<file path="src/rtl/reg_status_table.sv">
module reg_status_table #(
  parameter int NUM_REGS  = 32,
  parameter int ROB_DEPTH = 16,
  localparam int REG_W = $clog2(NUM_REGS),
  localparam int TAG_W = $clog2(ROB_DEPTH)
) (
  input  logic             clk,
  input  logic             rst_n,
  input  logic             flush,
  input  logic             ren_en,
  input  logic [REG_W-1:0] ren_reg,
  input  logic [TAG_W-1:0] ren_tag,
  input  logic             cmt_en,
  input  logic [REG_W-1:0] cmt_reg,
  input  logic [TAG_W-1:0] cmt_tag,
  input  logic [REG_W-1:0] rd_a_reg,
  output logic             rd_a_busy,
  output logic [TAG_W-1:0] rd_a_tag,
  input  logic [REG_W-1:0] rd_b_reg,
  output logic             rd_b_busy,
  output logic [TAG_W-1:0] rd_b_tag
);

  logic [NUM_REGS-1:0]            busy_vec;
  logic [NUM_REGS-1:0][TAG_W-1:0] tag_vec;

  for (genvar r = 0; r < NUM_REGS; r++) begin : g_row
    if (r == 0) begin : g_zero
      assign busy_vec[r] = 1'b0;
      assign tag_vec[r]  = '0;
    end else begin : g_live
      logic             busy_q;
      logic [TAG_W-1:0] tag_q;
      wire ren_hit = ren_en && (ren_reg == REG_W'(r));
      wire cmt_hit = cmt_en && (cmt_reg == REG_W'(r)) && busy_q && (tag_q == cmt_tag);

      always_ff @(posedge clk or negedge rst_n) begin
        if (!rst_n) begin
          busy_q <= 1'b0;
          tag_q  <= '0;
        end else if (flush) begin
          busy_q <= 1'b0;
        end else if (ren_hit) begin
          busy_q <= 1'b1;
          tag_q  <= ren_tag;
        end else if (cmt_hit) begin
          busy_q <= 1'b0;
        end
      end

      assign busy_vec[r] = busy_q;
      assign tag_vec[r]  = tag_q;
    end
  end

  assign rd_a_busy = busy_vec[rd_a_reg];
  assign rd_a_tag  = rd_a_busy ? tag_vec[rd_a_reg] : '0;
  assign rd_b_busy = busy_vec[rd_b_reg];
  assign rd_b_tag  = rd_b_busy ? tag_vec[rd_b_reg] : '0;


  rename_takes_chk: assert property (@(posedge clk) disable iff (!rst_n)
    (ren_en && ren_reg != '0 && !flush)
    |=> (busy_vec[$past(ren_reg)] && tag_vec[$past(ren_reg)] == $past(ren_tag)));


  commit_frees_chk: assert property (@(posedge clk) disable iff (!rst_n)
    (cmt_en && !flush && !(ren_en && ren_reg == cmt_reg) &&
     busy_vec[cmt_reg] && tag_vec[cmt_reg] == cmt_tag)
    |=> !busy_vec[$past(cmt_reg)]);


  stale_commit_chk: assert property (@(posedge clk) disable iff (!rst_n)
    (cmt_en && !flush && !(ren_en && ren_reg == cmt_reg) &&
     !(busy_vec[cmt_reg] && tag_vec[cmt_reg] == cmt_tag))
    |=> (busy_vec[$past(cmt_reg)] == $past(busy_vec[cmt_reg]) &&
         tag_vec[$past(cmt_reg)] == $past(tag_vec[cmt_reg])));


  flush_clears_chk: assert property (@(posedge clk) disable iff (!rst_n)
    flush |=> (busy_vec == '0));


  zero_valid_chk: assert property (@(posedge clk) disable iff (!rst_n)
    (rd_a_reg == '0) |-> (!rd_a_busy && rd_a_tag == '0));

endmodule

</file>
<file path="config.mk">
export PLATFORM = sky130hd
export DESIGN_NAME = reg_status_table
export DESIGN_NICKNAME = d
export VERILOG_FILES = /design/src/rtl/reg_status_table.sv
export SDC_FILE = /design/constraint.sdc
export NUM_CORES = 1
export LEC_CHECK = 0
export CAP_MARGIN = 20
export CORE_MARGIN = 2
export CORE_UTILIZATION = 40
export DETAILED_ROUTE_END_ITERATION = 7
export DONT_BUFFER_PORTS = 1
export HOLD_SLACK_MARGIN = 0.12
export PLACE_DENSITY_LB_ADDON = 0.05
export REMOVE_ABC_BUFFERS = 1
export SYNTH_ARGS = -nofsm -noshare
export SYNTH_HDL_FRONTEND = slang
export SYNTH_SLANG_ARGS = --single-unit
export TNS_END_PERCENT = 5
</file>
<file path="constraint.sdc">
create_clock -name clk -period 2.2 [get_ports clk]
set_clock_uncertainty 0.15 [all_clocks]
set_input_delay 0.22 -clock clk [delete_from_list [all_inputs] [get_ports clk]]
set_output_delay 0.22 -clock clk [all_outputs]
set_load 0.01 [all_outputs]
</file>
Word-level counts from Yosys, hierarchy flattened
Cells that the tools add are included.
{ "word_totals": {"out_inout_bits": 10, "regBits": 155, "input_bits": 33, "wordCells": 447} }
{ "op_classes": {"n_mux": 103, "n_reduce_logical": 186, "n_eq_ne": 93, "n_lt_le_gt_ge": 2, "n_bitwise": 1} }
{ "op_table": {"columns": ["cell", "count"], "rows": [
  ["equality test 5 bit (second input constant)", 32],
  ["equality test 4 bit", 31],
  ["logical AND 1 bit", 124],
  ["two-way mux 1 bit", 95],
  ["nonzero test 3 bit", 31],
  ["equality test 5 x 4 -> 1 bit (second input constant)", 16],
  ["AND reduction 2 bit", 31],
  ["binary-select mux 4 bit (select 5 bit)", 2],
  ["equality test 5 x 3 -> 1 bit (second input constant)", 8],
  ["equality test 5 x 2 -> 1 bit (second input constant)", 4],
  ["two-way mux 4 bit", 4],
  ["less-than comparator 5 x 6 -> 1 bit (second input constant)", 2],
  ["binary-select mux 1 bit (select 5 bit)", 2],
  ["equality test 5 x 1 -> 1 bit (second input constant)", 2],
  ["inverter 1 bit", 1]
]} }

Logic depth before layout (Yosys ltp)
{ "logic_depth": {"depth_word": 7, "ltp_mapped": 8} }

Worst setup path before layout
OpenSTA, ideal clock, no wires.
{ "synth_path": {"kind": "input to output", "from": "in rd_b_reg[0]", "to": "out rd_b_tag[2]", "setup_slack_ns": -0.152, "n_path_buf": 2, "t_arrival_ns": 1.982, "cell_stages": 7, "required_time_ns": 1.830, "path_cell_list": "buf_2 > buf_4 > mux4_2 > mux2_2 > o21ai_1 > a31oi_1 > o31a_1"} }
{ "synth_via": {"elab_chain_cells": 3} }
{ "synth_lines": {"columns": ["element", "line", "text"], "rows": [
  ["start, declared", "19", "input logic [REG_W-1:0] rd_b_reg,"],
  ["binary-select mux 4 bit (select 5 bit) / binary-select mux 1 bit (select 5 bit) (equally long branches)", "59, 58", null],
  ["two-way mux 4 bit (implied by the code) / two-way mux 1 bit (equally long branches)", "59, 58", null],
  ["two-way mux 4 bit *", "59", "assign rd_b_tag = rd_b_busy ? tag_vec[rd_b_reg] : '0;"],
  ["end, declared", "21", "output logic [TAG_W-1:0] rd_b_tag"]
]} }
Mark *: on every way between the ends. The rest lies on a longest branch, timed or not. The select of a mux whose other input is x is not followed.

Worst setup path after layout
{ "layout_path": {"from": "reg g_row[12].g_live.tag_q[3]", "to": "out rd_a_tag[3]"} }
{ "layout_via": {"elab_chain_cells": 3} }
{ "layout_lines": {"columns": ["element", "line", "text"], "rows": [
  ["start, declared", "33", "logic [TAG_W-1:0] tag_q;"],
  ["start signal, assigned", "45", "tag_q <= ren_tag;"],
  ["binary-select mux 4 bit (select 5 bit)", "57", "assign rd_a_tag = rd_a_busy ? tag_vec[rd_a_reg] : '0;"],
  ["two-way mux 4 bit (implied by the code)", "57", null],
  ["two-way mux 4 bit", "57", null],
  ["end, declared", "18", "output logic [TAG_W-1:0] rd_a_tag,"]
]} }
Every way passes these cells. The select of a mux whose other input is x is not followed.

==> run metrics <==
required time of the worst setup path 1.83 ns; antenna violations before repair 1; die width 163.0 µm; total core area 24960 µm²; headroom to the max-slew limit 46.05%; post-synthesis async set-or-reset flop share 100.0%; Synth Area in Adders 0%; DR DRC count 0; DRT Pass-1 Iters 5; I/O pins 43; port buffer count 0; failing checks hold timing, setup timing; Layout area overhead 24.72%; Max-cap violations 0; total grt overflow 0; CTS tree yes; largest family of logic cells by synthesized area multiplexers; cell count after synthesis 815; Tot GR Track Use 29.07%; minimum clock period 2.745 ns; vias in the first global route 8246; htree depth 4; die area 26550 µm²; Fin. Hold Viols 155; YS warnings 0; CP max FO 3; Total Wirelength 37010 µm; XOR/XNOR share of the synthesized area 10.75%; Yosys cell types 49; Hold WS -0.6679 ns; Top FF cell, synth dfrtp_1; area occupied by multi-input gates 5979 µm²; Compound-Gate Fraction of Synth Area 6.067%; kind of critical path register to primary output; post-synthesis mux area share 33.96%; Slew Limit Fails 0; RSZ-0062 raised after global routing true; Final WS setup -0.5446 ns; Root Driver clkbuf_16; Routed wire per std cell 28.19 µm; Starting Density 40.48%; overall power 8.771 mW; Fillers 2238; Finish-stage setup viols 10; status complete, but fails checks; final worst-path cycle share 124.8%; Simple-Gate Fraction of Synth Area 7.552%; Final nets 1004; die height 163.0 µm; CP endpoint kind primary output; hold crit path type primary input to asynchronous set/reset pin; first-pass GRT wire length 55860 µm; leakage 5.533 nW; pwr/cell area 695.9 nW/µm²; average size of a mapped cell 12.40 µm²; clock buffer depth 2; GP Congestion 0.8802; f_max 0.3644 GHz; Clock Sinks 155; DP HPWL 24740 µm; antenna cells 0; Clock Pin Slew Worst Setup and Hold Paths 0.07 ns; startpoint types register; share of post-route cells with drive strength above 1 42.73%; Seq. cell area 3879 µm²; antenna-violating nets left 0; Critical Path AT 2.37 ns; total CTS buffers 17; maximum vdd ir drop 0.0003825 V; DRT iter0 DRCs 652; #FFs+latches synth 155; sequential fraction of the synthesis area 38.38%; Row Count 58; largest net degree at the start of global routing 156; Mapped Area 10110 µm²; vias per inst 5.951; Util after Layout 50.49%; Tightest Pin Transition 0.8072 ns; vias 7814; Post-synth EDFFs 0; clk_lat worst skew 0.44 ns
final timing paths:
check	startpoint	slack (ns)	endpoint	cells after the start
hold / removal	rst_n	-0.67	g_row[21].g_live.tag_q[2]	0
hold reg to reg	g_row[11].g_live.busy_q	0.41	g_row[11].g_live.busy_q	1
setup / recovery	g_row[12].g_live.tag_q[3]	-0.54	rd_a_tag[3]	4
max in group asynchronous	rst_n	2.34	g_row[28].g_live.busy_q	0
setup reg to reg	g_row[16].g_live.tag_q[1]	0.10	g_row[16].g_live.busy_q	6
min in group clk	cmt_reg[1]	0.14	g_row[17].g_live.busy_q	4
repair_timing:
action	CTS	global route
pin swaps	3	0
endpoints found under the hold margin	310	157
buffers inserted	10	1
setup endpoints to repair	10	17
gates resized for setup	18	11
hold buffers	31	2
placed cells by master (no fill, tap or decap), types with 25 or more instances in the layout:
cell type	count
mux4_2	76
dfrtp_1	155
buf_4	167
xor2_1	33
nand2_1	46
mux2_1	25
nand4_1	29
xnor2_1	91
mux2_2	114
cells in the mapped netlist, types with 8 or more instances:
cell type / n / area [µm²]
nand2_1: 47 / 176.4
mux2i_1: 11 / 110.1
xor2_1: 33 / 289.0
o311ai_0: 17 / 148.9
xnor2_1: 91 / 797.0
mux4_2: 76 / 1712
buf_2: 20 / 100.1
nand2b_1: 12 / 75.07
nor2_1: 23 / 86.33
nand4_1: 29 / 181.4
mux2_1: 25 / 281.5
o21ai_0: 18 / 90.09
nor3_1: 8 / 40.04
mux2_2: 118 / 1329
dfrtp_1: 155 / 3879
clkbuf_1: 35 / 131.4
worst max-delay path, stage by stage, from the launching register on:
cell	delay, ns
dfrtp_1	0.40
mux4_2	0.52
mux4_2	0.54
mux2_4	0.30
and2_4	0.17
metal layers:
layer  vias up  wire (µm)  GRT usage, %
met3        72       2263         6.162
met1      4058      16440         40.66
met4         2       1030         8.769
met5         -         13             0
li1       3384          -             -
met2       298      17270         45.57
report_power, final:
group          switching [mW]  internal [mW]
clock network            1.31           1.82
registers               0.202           3.16
logic                   0.951           1.33
stage by stage:
step                      setup TNS [ns]  instance area [µm²]  instances  setup slack [ns]
after CTS                         -4.832                12540       1310           -0.5475
after floorplan                        0                 9796        749            0.1017
after global routing              -5.210                12600       1313           -0.5863
after detailed placement         -0.7429                11410       1239           -0.1357
final                             -4.617                12600       1313           -0.5446
after global placement           -0.7093                11410       1239           -0.1336
state kept, by name, summed over array words and instances, names as in the netlist:
register and count:
g_row.g_live.busy_q 31, g_row.g_live.tag_q 124
area by class of cell:
cell class	instances	share of cell area [%]
Multi-Input combinational cell	588	47.44
Clock inverter	13	1.320
Sequential cell	155	30.77
Tap cell	330	3.276
Inverter	6	0.1787
Timing Repair Buffer	203	13.53
Clock buffer	18	3.484
cell families (layout without fill, tap and decap cells):
family          after synthesis  after routing
compound gates               82             82
buf+inv                      72            240
mux                         230            230
flops                       155            155
simple gates                152            152
xor+xnor                    124            124
(Power assumes the default switching activity.)
